===== src/rtl/pgf_pkg.sv =====
// Shared encodings for the page fault checker.
// Assumes the leaf permission field uses bits 4:0 as U, X, W, R, V.
package pgf_pkg;
    localparam int FLAG_W  = 5;
    localparam int CAUSE_W = 5;

    localparam int BIT_V = 0;
    localparam int BIT_R = 1;
    localparam int BIT_W = 2;
    localparam int BIT_X = 3;
    localparam int BIT_U = 4;

    localparam logic [CAUSE_W-1:0] CAUSE_FETCH_PF = 5'd12;
    localparam logic [CAUSE_W-1:0] CAUSE_LOAD_PF  = 5'd13;
    localparam logic [CAUSE_W-1:0] CAUSE_STORE_PF = 5'd15;

    localparam logic [1:0] MPP_SUPER = 2'b01;

    typedef enum logic [1:0] {
        ACC_FETCH = 2'b00,
        ACC_LOAD  = 2'b01,
        ACC_STORE = 2'b10,
        ACC_LOAD2 = 2'b11
    } acc_kind_e;

    typedef struct packed {
        logic u;
        logic x;
        logic w;
        logic r;
        logic v;
    } leaf_bits_t;
endpackage


===== src/rtl/pgf_leaf_decode.sv =====
// Splits the leaf permission field and flags malformed encodings.
// Assumes the field layout from pgf_pkg; a leaf is malformed when it is
// not valid or when it grants write without read.
module pgf_leaf_decode
    import pgf_pkg::*;
(
    input  logic [FLAG_W-1:0] flags,
    output leaf_bits_t        bits,
    output logic              malformed
);
    // Name the individual bits and evaluate the reserved encodings.
    always_comb begin
        bits.v    = flags[BIT_V];
        bits.r    = flags[BIT_R];
        bits.w    = flags[BIT_W];
        bits.x    = flags[BIT_X];
        bits.u    = flags[BIT_U];
        malformed = !bits.v || (bits.w && !bits.r);
    end
endmodule


===== src/rtl/pgf_perm.sv =====
// Decides whether a leaf grants the rights one access kind needs, and
// whether the user bit blocks a supervisor-effective machine access.
// Assumes the leaf is already known to be well formed.
module pgf_perm
    import pgf_pkg::*;
#(
    parameter bit MXR_EN = 1'b1
) (
    input  acc_kind_e  kind,
    input  leaf_bits_t bits,
    input  logic       mxr,
    input  logic       sum,
    input  logic       mprv,
    input  logic [1:0] mpp,
    output logic       rights_deny,
    output logic       user_deny
);
    logic load_ok;

    // Pick the load rule: with or without the execute-readable override.
    generate
        if (MXR_EN) begin : g_mxr
            assign load_ok = bits.r || (mxr && bits.x);
        end else begin : g_plain
            logic unused_mxr;
            assign unused_mxr = mxr;
            assign load_ok    = bits.r;
        end
    endgenerate

    // Compare the rights the access needs with those the leaf grants.
    always_comb begin
        unique case (kind)
            ACC_FETCH: rights_deny = !bits.x;
            ACC_STORE: rights_deny = !bits.w;
            default:   rights_deny = !load_ok;
        endcase
        user_deny = mprv && (mpp == MPP_SUPER) && bits.u && !sum;
    end
endmodule


===== src/rtl/pgf_cause.sv =====
// Maps an access kind to its page fault cause code.
// Assumes kind 11 is handled as a load.
module pgf_cause
    import pgf_pkg::*;
(
    input  acc_kind_e          kind,
    output logic [CAUSE_W-1:0] cause
);
    // Select the cause code for the kind.
    always_comb begin
        unique case (kind)
            ACC_FETCH: cause = CAUSE_FETCH_PF;
            ACC_STORE: cause = CAUSE_STORE_PF;
            default:   cause = CAUSE_LOAD_PF;
        endcase
    end
endmodule


===== src/rtl/pgf_check.sv =====
// Page fault checker for two-level 32-bit paging. It takes the walk result
// and machine status controls, and returns one registered verdict per
// request, with cause and trap value.
// Assumes the walker has already resolved the leaf. Access faults and
// accessed/dirty handling belong elsewhere.
module pgf_check
    import pgf_pkg::*;
#(
    parameter int VA_W   = 32,
    parameter bit MXR_EN = 1'b1
) (
    input  logic                clk,
    input  logic                rst_n,
    input  logic                req_valid,
    input  logic [1:0]          req_kind,
    input  logic                xlate_on,
    input  logic                walk_hit,
    input  logic [FLAG_W-1:0]   pte_flags,
    input  logic [VA_W-1:0]     vaddr,
    input  logic                st_mxr,
    input  logic                st_sum,
    input  logic                st_mprv,
    input  logic [1:0]          st_mpp,
    output logic                rsp_valid,
    output logic                rsp_fault,
    output logic [CAUSE_W-1:0]  rsp_cause,
    output logic [VA_W-1:0]     rsp_tval
);
    acc_kind_e          kind;
    leaf_bits_t         bits;
    logic               malformed;
    logic               rights_deny;
    logic               user_deny;
    logic [CAUSE_W-1:0] kind_cause;
    logic               leaf_miss;
    logic               leaf_fault;
    logic               fault_d;

    assign kind = acc_kind_e'(req_kind);

    pgf_leaf_decode u_decode (
        .flags     (pte_flags),
        .bits      (bits),
        .malformed (malformed)
    );

    pgf_perm #(.MXR_EN(MXR_EN)) u_perm (
        .kind        (kind),
        .bits        (bits),
        .mxr         (st_mxr),
        .sum         (st_sum),
        .mprv        (st_mprv),
        .mpp         (st_mpp),
        .rights_deny (rights_deny),
        .user_deny   (user_deny)
    );

    pgf_cause u_cause (
        .kind  (kind),
        .cause (kind_cause)
    );

    // Combine the fault classes in priority order; all share one cause.
    always_comb begin
        leaf_miss  = xlate_on && !walk_hit;
        leaf_fault = 1'b0;
        if (xlate_on && walk_hit) begin
            if (malformed)        leaf_fault = 1'b1;
            else if (rights_deny) leaf_fault = 1'b1;
            else if (user_deny)   leaf_fault = 1'b1;
        end
        fault_d = req_valid && (leaf_miss || leaf_fault);
    end

    // Register the verdict, cause and trap value for the requester.
    always_ff @(posedge clk) begin
        if (!rst_n) begin
            rsp_valid <= 1'b0;
            rsp_fault <= 1'b0;
            rsp_cause <= '0;
            rsp_tval  <= '0;
        end else begin
            rsp_valid <= req_valid;
            rsp_fault <= fault_d;
            rsp_cause <= fault_d ? kind_cause : '0;
            rsp_tval  <= fault_d ? vaddr : '0;
        end
    end
endmodule


===== config.mk =====
export PLATFORM = sky130hd
export DESIGN_NAME = pgf_check
export DESIGN_NICKNAME = d
export VERILOG_FILES = /design/src/rtl/pgf_pkg.sv /design/src/rtl/pgf_leaf_decode.sv /design/src/rtl/pgf_perm.sv /design/src/rtl/pgf_cause.sv /design/src/rtl/pgf_check.sv
export SDC_FILE = /design/constraint.sdc
export NUM_CORES = 1
export LEC_CHECK = 0
export BUFFER_PORTS_ARGS = -buffer_cell sky130_fd_sc_hd__buf_2
export CAP_MARGIN = 20
export CORE_UTILIZATION = 40
export DETAILED_ROUTE_END_ITERATION = 10
export GPL_TIMING_DRIVEN = 0
export PLACE_DENSITY_LB_ADDON = 0.05
export SYNTH_ARGS = -nofsm -noshare
export SYNTH_HDL_FRONTEND = slang
export SYNTH_SLANG_ARGS = --single-unit

===== constraint.sdc =====
create_clock -name clk -period 1.3 [get_ports clk]
set_input_delay 0 -clock clk [delete_from_list [all_inputs] [get_ports clk]]
set_output_delay 0 -clock clk [all_outputs]
set_load 0.01 [all_outputs]

# After elaboration in Yosys (flattened, before gate mapping)
# Cells that the tools add are included.
[totals] ff_bits=39 word_cells=32
[op_classes] eq_ne=2 muxes=6 n_reduce_logical=20
[op_table] op="$logic_and 1x1->1" count=8
[op_table] op="$logic_not 1->1" count=7
[op_table] op="$mux 1" count=4
[op_table] op="$pmux 2 s2" count=1
[op_table] op="$logic_or 1x1->1" count=3
[op_table] op="$eq 2x1->1 const B" count=1
[op_table] op="$eq 2x2->1 const B" count=1
[op_table] op="$logic_not 2->1" count=1
[op_table] op="$pmux 1 s2" count=1
[op_table] op="$reduce_and 2->1" count=1

# Depth between registers and ports, before layout
# Gate-level depths: netlist (run 1).
[depth] depth_word=11 mapped_depth=5 depth_no_buf=3

# Hierarchy
# Synthesis (run 1) repeated with hierarchy kept, for this count alone.
[unflattened] cells_unflattened=109 area_unflattened_um2=1308.8
[modules_own_cells] mod="pgf_check" n_inst=1 cells_each=88 area_per_inst_um2=1154.9 seq_area_each_um2=780.7
[modules_own_cells] mod="pgf_perm" n_inst=1 cells_each=7 area_per_inst_um2=61.3 seq_area_each_um2=0.0
[modules_own_cells] mod="pgf_leaf_decode" n_inst=1 cells_each=7 area_per_inst_um2=50.0 seq_area_each_um2=0.0
[modules_own_cells] mod="pgf_cause" n_inst=1 cells_each=7 area_per_inst_um2=42.5 seq_area_each_um2=0.0

# Least setup slack after synthesis (run 1)
# OpenSTA, ideal clock, no wires.
[synth_path] path_kind="input-to-reg" startpoint="input st_mpp[1]" endpoint="register rsp_tval[10]" setup_time_ns=0.122 arrival_ns=0.848 required_time_ns=1.178 path_slack_ns=0.329 cell_stages=4 n_path_buf=1 path_cell_list="and4bb_2 > a32oi_2 > buf_2 > a21oi_1"
[synth_via] elab_chain_cells=11
[synth_lines] item="start: declaration" line_no="pgf_check.sv:23" source="input logic [1:0] st_mpp,"
[synth_lines] item="$eq 2x1->1" line_no="pgf_perm.sv:38" source="user_deny = mprv && (mpp == MPP_SUPER) && bits.u && !sum;"
[synth_lines] item="$logic_and 1x1->1 (3 in a row)" line_no="pgf_perm.sv:38"
[synth_lines] item="$mux 1" line_no="pgf_check.sv:70" source="else if (user_deny) leaf_fault = 1'b1;"
[synth_lines] item="$mux 1" line_no="pgf_check.sv:69" source="else if (rights_deny) leaf_fault = 1'b1;"
[synth_lines] item="$mux 1" line_no="pgf_check.sv:68" source="if (malformed) leaf_fault = 1'b1;"
[synth_lines] item="$mux 1" line_no="pgf_check.sv:67" source="if (xlate_on && walk_hit) begin"
[synth_lines] item="$logic_or 1x1->1" line_no="pgf_check.sv:72" source="fault_d = req_valid && (leaf_miss || leaf_fault);"
[synth_lines] item="$logic_and 1x1->1" line_no="pgf_check.sv:72"
[synth_lines] item="$reduce_and 2->1 (no line)"
[synth_lines] item="end signal: assignment" line_no="pgf_check.sv:86" source="rsp_tval <= fault_d ? vaddr : '0;"
[synth_lines] item="end: declaration" line_no="pgf_check.sv:27" source="output logic [VA_W-1:0] rsp_tval"
# Every way passes these cells.
# A chain may end at the register's enable or synchronous reset.

# Final worst setup path (run 1)
[layout_path] startpoint="input req_kind[1]" endpoint="register rsp_cause[1]"
[layout_via] elab_chain_cells=8 elab_cells_between_ends=10 cone_classes="eq/ne (1); mux (5); reduce/logical (4)"
[layout_lines] item="start: declaration" line_no="pgf_check.sv:15" source="input logic [1:0] req_kind,"
[layout_lines] item="$eq 2x2->1 or $logic_not 2->1 (tied branches)" line_no="pgf_perm.sv:33, pgf_cause.sv:11"
[layout_lines] item="$pmux 1 s2" line_no="pgf_perm.sv:33" source="unique case (kind)"
[layout_lines] item="$mux 1" line_no="pgf_check.sv:69"
[layout_lines] item="$mux 1" line_no="pgf_check.sv:68"
[layout_lines] item="$mux 1" line_no="pgf_check.sv:67"
[layout_lines] item="$logic_or 1x1->1" line_no="pgf_check.sv:72"
[layout_lines] item="$logic_and 1x1->1" line_no="pgf_check.sv:72"
[layout_lines] item="$reduce_and 2->1 (no line)"
[layout_lines] item="end signal: assignment" line_no="pgf_check.sv:85" source="rsp_cause <= fault_d ? kind_cause : '0;"
[layout_lines] item="end: declaration" line_no="pgf_check.sv:26" source="output logic [CAUSE_W-1:0] rsp_cause,"
# Several ways; a longest one is shown, not always the timed one.

==> flow_summary.yaml, run 1 <==
die:
  placementRows: 19
  fp.dieW_um: 57.8
  fp.dieArea_sq_um: 3340
  core_area_sq_um: 2850
  start_util: 0.437
  dieHeight_um: 57.8
  boundaryPins: 88
synthesis:
  synth_cells: 133
  synth_seq_cells: 37
  synth_cell_types: 21
  postSynthAreaPerCell_sq_um: 9.37
  syn-num-nets: 182
  yosysSeqAreaShare: 0.594
  syn_area_sq_um: 1250
  ys_warn_count: 0
global_routing:
  grtUsageTotal: 0.198
  grt_first_pass_wirelength_um: 5000
  grt_max_degree: 11
  grt_pass1_vias: 1276
  overflow: 0
  grt_antenna_before_repair: 0
pwr:
  power_density_nw_per_um2: 978
  p_comb_frac: 0.158
  p_leak_uw: 0.00107
  ir_worst_vdd_mv: 0.713
  p_sw_frac: 0.235
  p_int_uw: 1610
  switching_power_uw: 494
  clockPowerShare: 0.285
  power_frac_seq: 0.557
drt:
  vias: 1346
  vias_per_cell: 4.56
  wire_per_inst_um: 11.1
  dr.pass1.iters: 7
  drtIter0Drc: 51
  routed_wl_um: 3280
  post-route-drc-count: 8
  antenna_left: 0
timing:
  post-route-period-util: 0.871
  maxClockFrequency_mhz: 884
  finalSetupTns_ns: 0
  setup_viol_count_final: 0
  slew_headroom: 0.647
  timing_hold_violations_final: 0
  worstMarginPinSlew_ns: 0.526
  rsz0062_at_grt: "false"
  slew_viol_final: 0
  fin_crit_ns: 1.13
clocking:
  cts_tree: "yes"
  cts_resized: 0
  cts-root-buf: "clkbuf_4"
  cts-hold-fix-buffers: 38
  post_cts_buffers: 0
  cts_buffers: 5
  cts.path.max_buffers: 2
  clkSlewWorstSetupHoldPaths_ns: 0.10
  htreeDepth: 2
  clock_sinks: 37
worst_setup_path:
  cp-end-kind: "flip-flop"
  endpoint: "rsp_cause[1]$_SDFF_PN0_"
  arrival_ns: 1.40
  crit_path_start_kind: "primary input"
  crit_required_ns: 1.57
  crit_start: "req_kind[1]"
  critical_path_class: "in -> reg"
  path_max_fanout: 3
place:
  port_buffers: 86
  hpwl_um: 2020
  place_area_sq_um: 1720
  gp_congestion: 0.627
finish:
  syn_to_final_growth_pct: 72.6
  fin_area_sq_um: 2150
  antenna_cells: 0
  drive_gt1_frac: 0.398
  nNetsFinal: 313
outcome:
  violations: "DRC"
  status: "finished with violations"
job:
  cap_violations: 0
hold_path:
  min_path_cells: 3
  holdCritPathClass: "in -> reg"
==> power groups by stage <==
| stage | combinational (uW) | clock (uW) | sequential [uW] |
|---|---|---|---|
| final | 333 | 599 | 1170 |
| after global routing | 364 | 670 | 1180 |
| after CTS | 332 | 614 | 1170 |
| after detailed placement | 246 | 0 | 1200 |
| after global placement | 240 | 0 | 1200 |
| after floorplan | 102 | 0 | 1220 |
==> cell usage after synthesis <==
cell type | instances | area share
and4bb_2 | 1 | 0.010
dfxtp_1 | 37 | 0.59
nand3b_1 | 1 | 0.0060
and3_1 | 1 | 0.0050
a21oi_1 | 33 | 0.13
buf_6 | 3 | 0.027
a211oi_1 | 1 | 0.0060
and2_1 | 1 | 0.0050
buf_2 | 3 | 0.012
conb_1 | 1 | 0.0030
nor2_1 | 1 | 0.0030
clkbuf_1 | 4 | 0.012
nor4_4 | 1 | 0.017
a32oi_2 | 1 | 0.013
nor2b_1 | 1 | 0.0050
nand2_1 | 35 | 0.11
buf_4 | 2 | 0.012
a21oi_2 | 2 | 0.014
nor3_1 | 2 | 0.0080
inv_1 | 1 | 0.0030
nor3b_1 | 1 | 0.0060
==> sequential cells by signal, indices dropped and copies added, names as in the netlist <==
register	count
rsp_cause	3
rsp_valid	1
rsp_fault	1
rsp_tval	32
==> layout by cell type, fill, tap and decap left out <==
cell type and count:
clkbuf_8 1, a211oi_1 1, nand2_1 35, nor4_4 1, clkbuf_4 5, nand3b_1 1
inv_1 1, a32oi_2 1, buf_4 2, nor3_1 2, clkbuf_1 5, and3_1 1
a21oi_2 2, and4bb_2 1, buf_6 3, nor2b_1 1, and2_1 1, nor2_1 1
a21oi_1 33, conb_1 1, dfxtp_1 37, buf_2 89, nor3b_1 1, dlygate4sd3_1 38
==> layout make-up <==
class | instances | area, sq um
Multi-Input combinational cell | 83 | 423
Sequential cell | 37 | 741
Inverter | 1 | 3.75
Buffer | 12 | 78.8
Timing Repair Buffer | 124 | 811
Clock buffer | 7 | 55.1
Fill cell | 215 | 702
Tap cell | 31 | 38.8
==> critical path, cell delays in order <==
cell and delay (ns):
buf_2 0.09, dlygate4sd3_1 0.57, nand3b_1 0.08, dlygate4sd3_1 0.56
a21oi_1 0.11
==> per-layer routing <==
metal | vias up | share of wire | global-route usage | routed length, um
met1 | 582 | 0.41 | 0.208 | 1340
met2 | 61 | 0.51 | 0.366 | 1670
li1 | 699 | - | - | -
met4 | 0 | 0.013 | 0.0714 | 41
met3 | 4 | 0.069 | 0.0670 | 225
met5 | - | 0 | 0 | 0
==> kinds of logic (layout without fill, tap and decap cells) <==
kind of cell,after synthesis,after routing,share of synthesized area
AO/OA/AOI/OAI,37,37,0.166
flip-flops,37,37,0.594
buffers and inverters,13,144,0.0662
other,1,1,0.00301
AND/OR/NAND/NOR,45,45,0.171
==> worst min path at each step <==
stage,slack [ns],to,startpoint
floorplan,0.12,rsp_tval[0]$_SDFF_PN0_,vaddr[0]
global placement,0.22,rsp_tval[10]$_SDFF_PN0_,vaddr[10]
detailed placement,0.22,rsp_tval[5]$_SDFF_PN0_,vaddr[5]
CTS,0.04,rsp_tval[6]$_SDFF_PN0_,st_mprv
global route,0.06,rsp_tval[3]$_SDFF_PN0_,st_mprv
finish,0.06,rsp_tval[5]$_SDFF_PN0_,st_mprv
==> metrics by stage <==
stage	utilization	setup slack, ns	std cells	hold WS, ns	power, uW
floorplan	-	0.329	133	0.116	1320
global placement	0.601	0.0671	250	0.221	1440
detailed placement	0.601	0.0424	250	0.222	1440
CTS	0.754	0.199	295	0.0360	2120
global route	0.754	0.140	295	0.0612	2210
finish	0.754	0.168	295	0.0593	2100
Power figures use the tool's default switching activity.
==> inputs of run 2 (changes only) <==
SYNTH_HIERARCHICAL = 1   (was default)
==> run 2 against run 1 <==
Synthesized cell count decreased by 19%. Die area grew 4.3%. First-iteration DRC count is 5.9% higher. Sequential share of layout area increased by 1.2 points. Wire length fell by 6.6%. Global-route usage up 0.19 points. Setup slack better by 0.032 ns. Combinational power is 5% lower. Total power is 2.7% higher. Final cell count fell by 5.1%. Clock-buffer cell count shrank 1. The run now ends clean.
==> flow_summary.yaml, run 2 <==
synthesis:
  postSynthAreaPerCell_sq_um: 12.0
  ys_warn_count: 6
  syn_area_sq_um: 1300
  synth_cells: 108
finish:
  final_cell_mix: "buf_2 (89), dfxtp_1 (39), nor3b_1 (37)"
  largest_reg_flops: 32
  nNetsFinal: 285
  layout_commonest_cell: "buf_2"
  drive_gt1_frac: 0.475
  multi_input_area_sq_um: 410
  antenna_cells: 0
  biggestRegsByFlops: "rsp_tval (32), rsp_cause (5)"
  regArea_sq_um: 781
  fin_area_sq_um: 2190
  fill_cells: 255
  syn_to_final_growth_pct: 68.5
  regMostFlops: "rsp_tval"
place:
  hpwl_um: 1980
  port_buffers: 85
  place_area_sq_um: 1790
  gp_congestion: 0.622
hold_path:
  holdCritPathClass: "in -> reg"
timing:
  fin_crit_ns: 1.10
  setup_viol_count_final: 0
  maxClockFrequency_mhz: 910
  whs_ns: 0.0776
  slew_viol_final: 0
  rsz0062_at_grt: "false"
  timing_hold_violations_final: 0
  post-route-period-util: 0.846
clocking:
  htreeDepth: 2
  cts_resized: 0
  clock_sinks: 39
  cts.path.max_buffers: 2
  cts_buffers: 5
  post_cts_buffers: 0
  cts-root-buf: "clkbuf_4"
  clkSlewWorstSetupHoldPaths_ns: 0.11
  cts_tree: "yes"
global_routing:
  grt_max_degree: 12
  grtUsageTotal: 0.200
  grt_first_pass_wirelength_um: 5060
  overflow: 0
  grt_antenna_before_repair: 0
  grt_pass1_vias: 1196
drt:
  vias_per_cell: 4.36
  dr.pass1.iters: 4
  wire_per_inst_um: 10.9
  post-route-drc-count: 0
  antenna_left: 0
  vias: 1220
  drtIter0Drc: 54
  routed_wl_um: 3060
die:
  fp.dieArea_sq_um: 3490
  placementRows: 20
  core_area_sq_um: 3080
  boundaryPins: 88
  start_util: 0.423
  fp.dieW_um: 59.0
  dieHeight_um: 59.0
worst_setup_path:
  crit_path_start_kind: "primary input"
  critical_path_class: "in -> reg"
  arrival_ns: 1.34
  crit_required_ns: 1.54
  cp_common_cell: "dlygate4sd3_1"
  cp-end-kind: "flip-flop"
  slowest_stage: "dlygate4sd3_1"
  path_max_fanout: 2
  path_delay_family: "buffers and inverters"
  crit_buf_inv: 3
  cp_cell_sequence: "dlygate4sd3_1 > buf_2 > and2_1 > dlygate4sd3_1"
  cpPeakStageDelay_ns: 0.55
outcome:
  status: "finished, final reports clean"
pwr:
  power_density_nw_per_um2: 986
  ir_worst_vdd_mv: 0.724
  p_leak_uw: 0.00106
job:
  cap_violations: 0
[run 2: layout make-up]
| type | count | share of cell area |
|---|---|---|
| Clock inverter | 1 | 0.00228 |
| Clock buffer | 6 | 0.0234 |
| Buffer | 15 | 0.0502 |
| Sequential cell | 39 | 0.356 |
| Timing Repair Buffer | 120 | 0.354 |
| Multi-Input combinational cell | 54 | 0.187 |
| Tap cell | 44 | 0.0251 |
| Inverter | 1 | 0.00171 |
[run 2: metal layers]
metal | up-vias | GRT usage | part of all wire
li1 | 611 | - | -
met1 | 552 | 0.209 | 0.38
met2 | 52 | 0.364 | 0.54
met3 | 5 | 0.0764 | 0.071
met4 | 0 | 0.0714 | 0.016
met5 | - | 0 | 0
[run 2: path summary, 6_finish.rpt]
check,cells past startpoint,startpoint,slack [ns],endpoint
worst max-delay path,4,req_valid,0.20,rsp_valid$_SDFF_PN0_
worst min-delay path,3,req_kind[1],0.08,rsp_cause[1]$_SDFF_PN0_
[run 2: tightest hold or removal path, delay by kind of cell]
kind                   cells  cell delay, ns
buffers and inverters      1            0.12
and+or+nand+nor            2            0.25
[run 2: metrics by stage]
step	utilization	instances	total power (uW)	setup WS (ns)	TNS (ns)
floorplan	-	109	1380	0.102	0
global placement	0.580	238	1490	-0.0835	-1.28
detailed placement	0.580	238	1500	-0.151	-2.61
CTS	0.712	280	2190	0.212	0
global route	0.712	280	2280	0.130	0
finish	0.712	280	2160	0.201	0
[run 2: repair_timing]
item / in CTS / in global routing
hold buffers: 35 / 0
setup endpoints to repair: 0 / 0
hold endpoints to repair: 34 / 0
[run 2: power by group]
part / total, uW / switching (uW) / internal [uW]
sequential: 1240 / 7.74 / 1230
combinational: 316 / 113 / 203
clock: 609 / 359 / 251
total: 2160 / 479 / 1680
==> inputs of run 3 (changes only) <==
clock period = 1.1 ns   (was 1.3 ns; I/O delays follow)
==> run 3 against run 2 <==
The flow now finishes with violations (setup timing). Non-clock buffer count stayed put. Global-route usage shrank 1.1 points. Final area rose by 6.8%. Final cell count grew 0.36%. Combinational power is 27% higher. Critical path depth did not move. Die area stayed put. Wire length grew 1.1%. Flip-flop and latch count unchanged. Via count is 0.98% lower. Clock-buffer cell count stayed put. Sequential power is 18% higher. Critical endpoint unchanged. Highest routed layer unchanged.
==> flow_summary.yaml, run 3 (same netlist as run 2, synthesis figures left out) <==
worst_setup_path:
  arrival_ns: 1.34
  path_max_fanout: 2
  cp-end-kind: "flip-flop"
  crit_required_ns: 1.33
  critical_path_class: "in -> reg"
  crit_path_start_kind: "primary input"
die:
  fp.dieW_um: 59.0
  boundaryPins: 88
  dieHeight_um: 59.0
  core_area_sq_um: 3080
  placementRows: 20
  fp.dieArea_sq_um: 3490
  start_util: 0.423
finish:
  syn_to_final_growth_pct: 79.9
  nNetsFinal: 285
  antenna_cells: 0
  biggestRegsByFlops: "rsp_tval (32), rsp_cause (5)"
  drive_gt1_frac: 0.553
  final_cell_mix: "buf_2 (89), dfxtp_1 (39), dlygate4sd3_1 (35)"
  fill_cells: 235
  largest_reg_flops: 32
  layout_commonest_cell: "buf_2"
  regMostFlops: "rsp_tval"
  stdcell_count: 281
drt:
  vias_per_cell: 4.30
  routed_wl_um: 3100
  drtIter0Drc: 23
  dr.pass1.iters: 4
  wire_per_inst_um: 11.0
  post-route-drc-count: 0
  vias: 1208
  antenna_left: 0
pwr:
  power_uw: 3010
  p_comb_frac: 0.133
  switching_power_uw: 594
  p_leak_uw: 0.00111
  ir_worst_vdd_mv: 1.04
  p_sw_frac: 0.198
  power_frac_seq: 0.485
  power_density_nw_per_um2: 1290
  clockPowerShare: 0.382
  p_int_uw: 2410
place:
  port_buffers: 85
  placedCellCount: 238
  hpwl_um: 1920
  gp_congestion: 0.592
timing:
  timing_hold_violations_final: 0
  post-route-period-util: 1.01
  rsz0062_at_grt: "false"
  fin_crit_ns: 1.11
  setup_viol_count_final: 1
  maxClockFrequency_mhz: 898
  slew_viol_final: 0
  setup_slack_ns: -0.0140
global_routing:
  overflow: 0
  grt_max_degree: 13
  grt_antenna_before_repair: 0
  grtUsageTotal: 0.189
  grt_pass1_vias: 1141
  grt_first_pass_wirelength_um: 4800
clocking:
  post_cts_buffers: 0
  clkSlewWorstSetupHoldPaths_ns: 0.11
  cts-root-buf: "clkbuf_4"
  cts.path.max_buffers: 2
  cts-hold-fix-buffers: 35
  cts_buffers: 5
  cts_resized: 0
  htreeDepth: 2
  cts_tree: "yes"
  clock_sinks: 39
hold_path:
  holdCritPathClass: "in -> reg"
job:
  cap_violations: 0
outcome:
  status: "finished with violations"
  violations: "setup timing"
==> run 3: changes by cell type in the layout (fill, tap and decap cells not counted) <==
cell,previous run,this run
nor3b_1,37,18
nor3b_2,0,19
buf_6,3,1
buf_8,0,2
bufinv_16,0,2
and2_2,1,0
and2_4,0,1
clkbuf_1,1,2
clkbuf_8,1,0
clkinv_2,1,0
==> run 3: power groups by stage <==
| stage | Sequential [uW] | Clock [uW] | Combinational [uW] |
|---|---|---|---|
| 3_3_place_gp | 1490 | 0 | 293 |
| 6_report | 1460 | 1150 | 400 |
| 2_1_floorplan | 1520 | 0 | 145 |
| 3_5_place_dp | 1490 | 0 | 302 |
| 4_1_cts | 1460 | 1180 | 397 |
| 5_1_grt | 1460 | 1230 | 434 |
==> run 3: area by class of cell <==
class                   instances  area (sq um)  area share
clock buffers                   6          41.3      0.0176
flip-flops and latches         39           781       0.334
clock inverters                 2          60.1      0.0257
repair buffers                120           776       0.331
plain buffers                  15           118      0.0502
inverters                       1          3.75     0.00160
multi-input cells              54           507       0.216
well taps                      44          55.1      0.0235
==> run 3: layer usage <==
| metal | wire [um] | vias to the layer above | GRT usage | share of wire |
|---|---|---|---|---|
| li1 | - | 608 | - | - |
| met1 | 1160 | 535 | 0.178 | 0.37 |
| met2 | 1670 | 60 | 0.369 | 0.54 |
| met3 | 232 | 5 | 0.0677 | 0.075 |
| met4 | 39 | 0 | 0.0714 | 0.013 |
| met5 | 0 | - | 0 | 0 |
==> run 3: final timing paths <==
check | from | end | slack (ns) | cells after the start
setup / recovery | req_valid | rsp_valid$_SDFF_PN0_ | -0.01 | 4
hold / removal | req_kind[1] | rsp_cause[1]$_SDFF_PN0_ | 0.07 | 3
==> run 3: metrics by stage <==
step / hold WS (ns) / setup WS, ns / instance area, sq um / util / setup TNS (ns)
2_1_floorplan: 0.122 / -0.00410 / 1410 / - / -0.0619
3_3_place_gp: 0.231 / -0.184 / 1890 / 0.614 / -5.38
3_5_place_dp: 0.227 / -0.266 / 1890 / 0.614 / -7.88
4_1_cts: 0.0395 / 0.0529 / 2340 / 0.761 / 0
5_1_grt: 0.0641 / 0.00511 / 2340 / 0.761 / 0
6_report: 0.0745 / -0.0140 / 2340 / 0.761 / -0.0140
==> run 3: worst max-delay path: stages <==
cell           delay (ns)
buf_2                0.10
dlygate4sd3_1        0.54
and2_1               0.14
dlygate4sd3_1        0.55
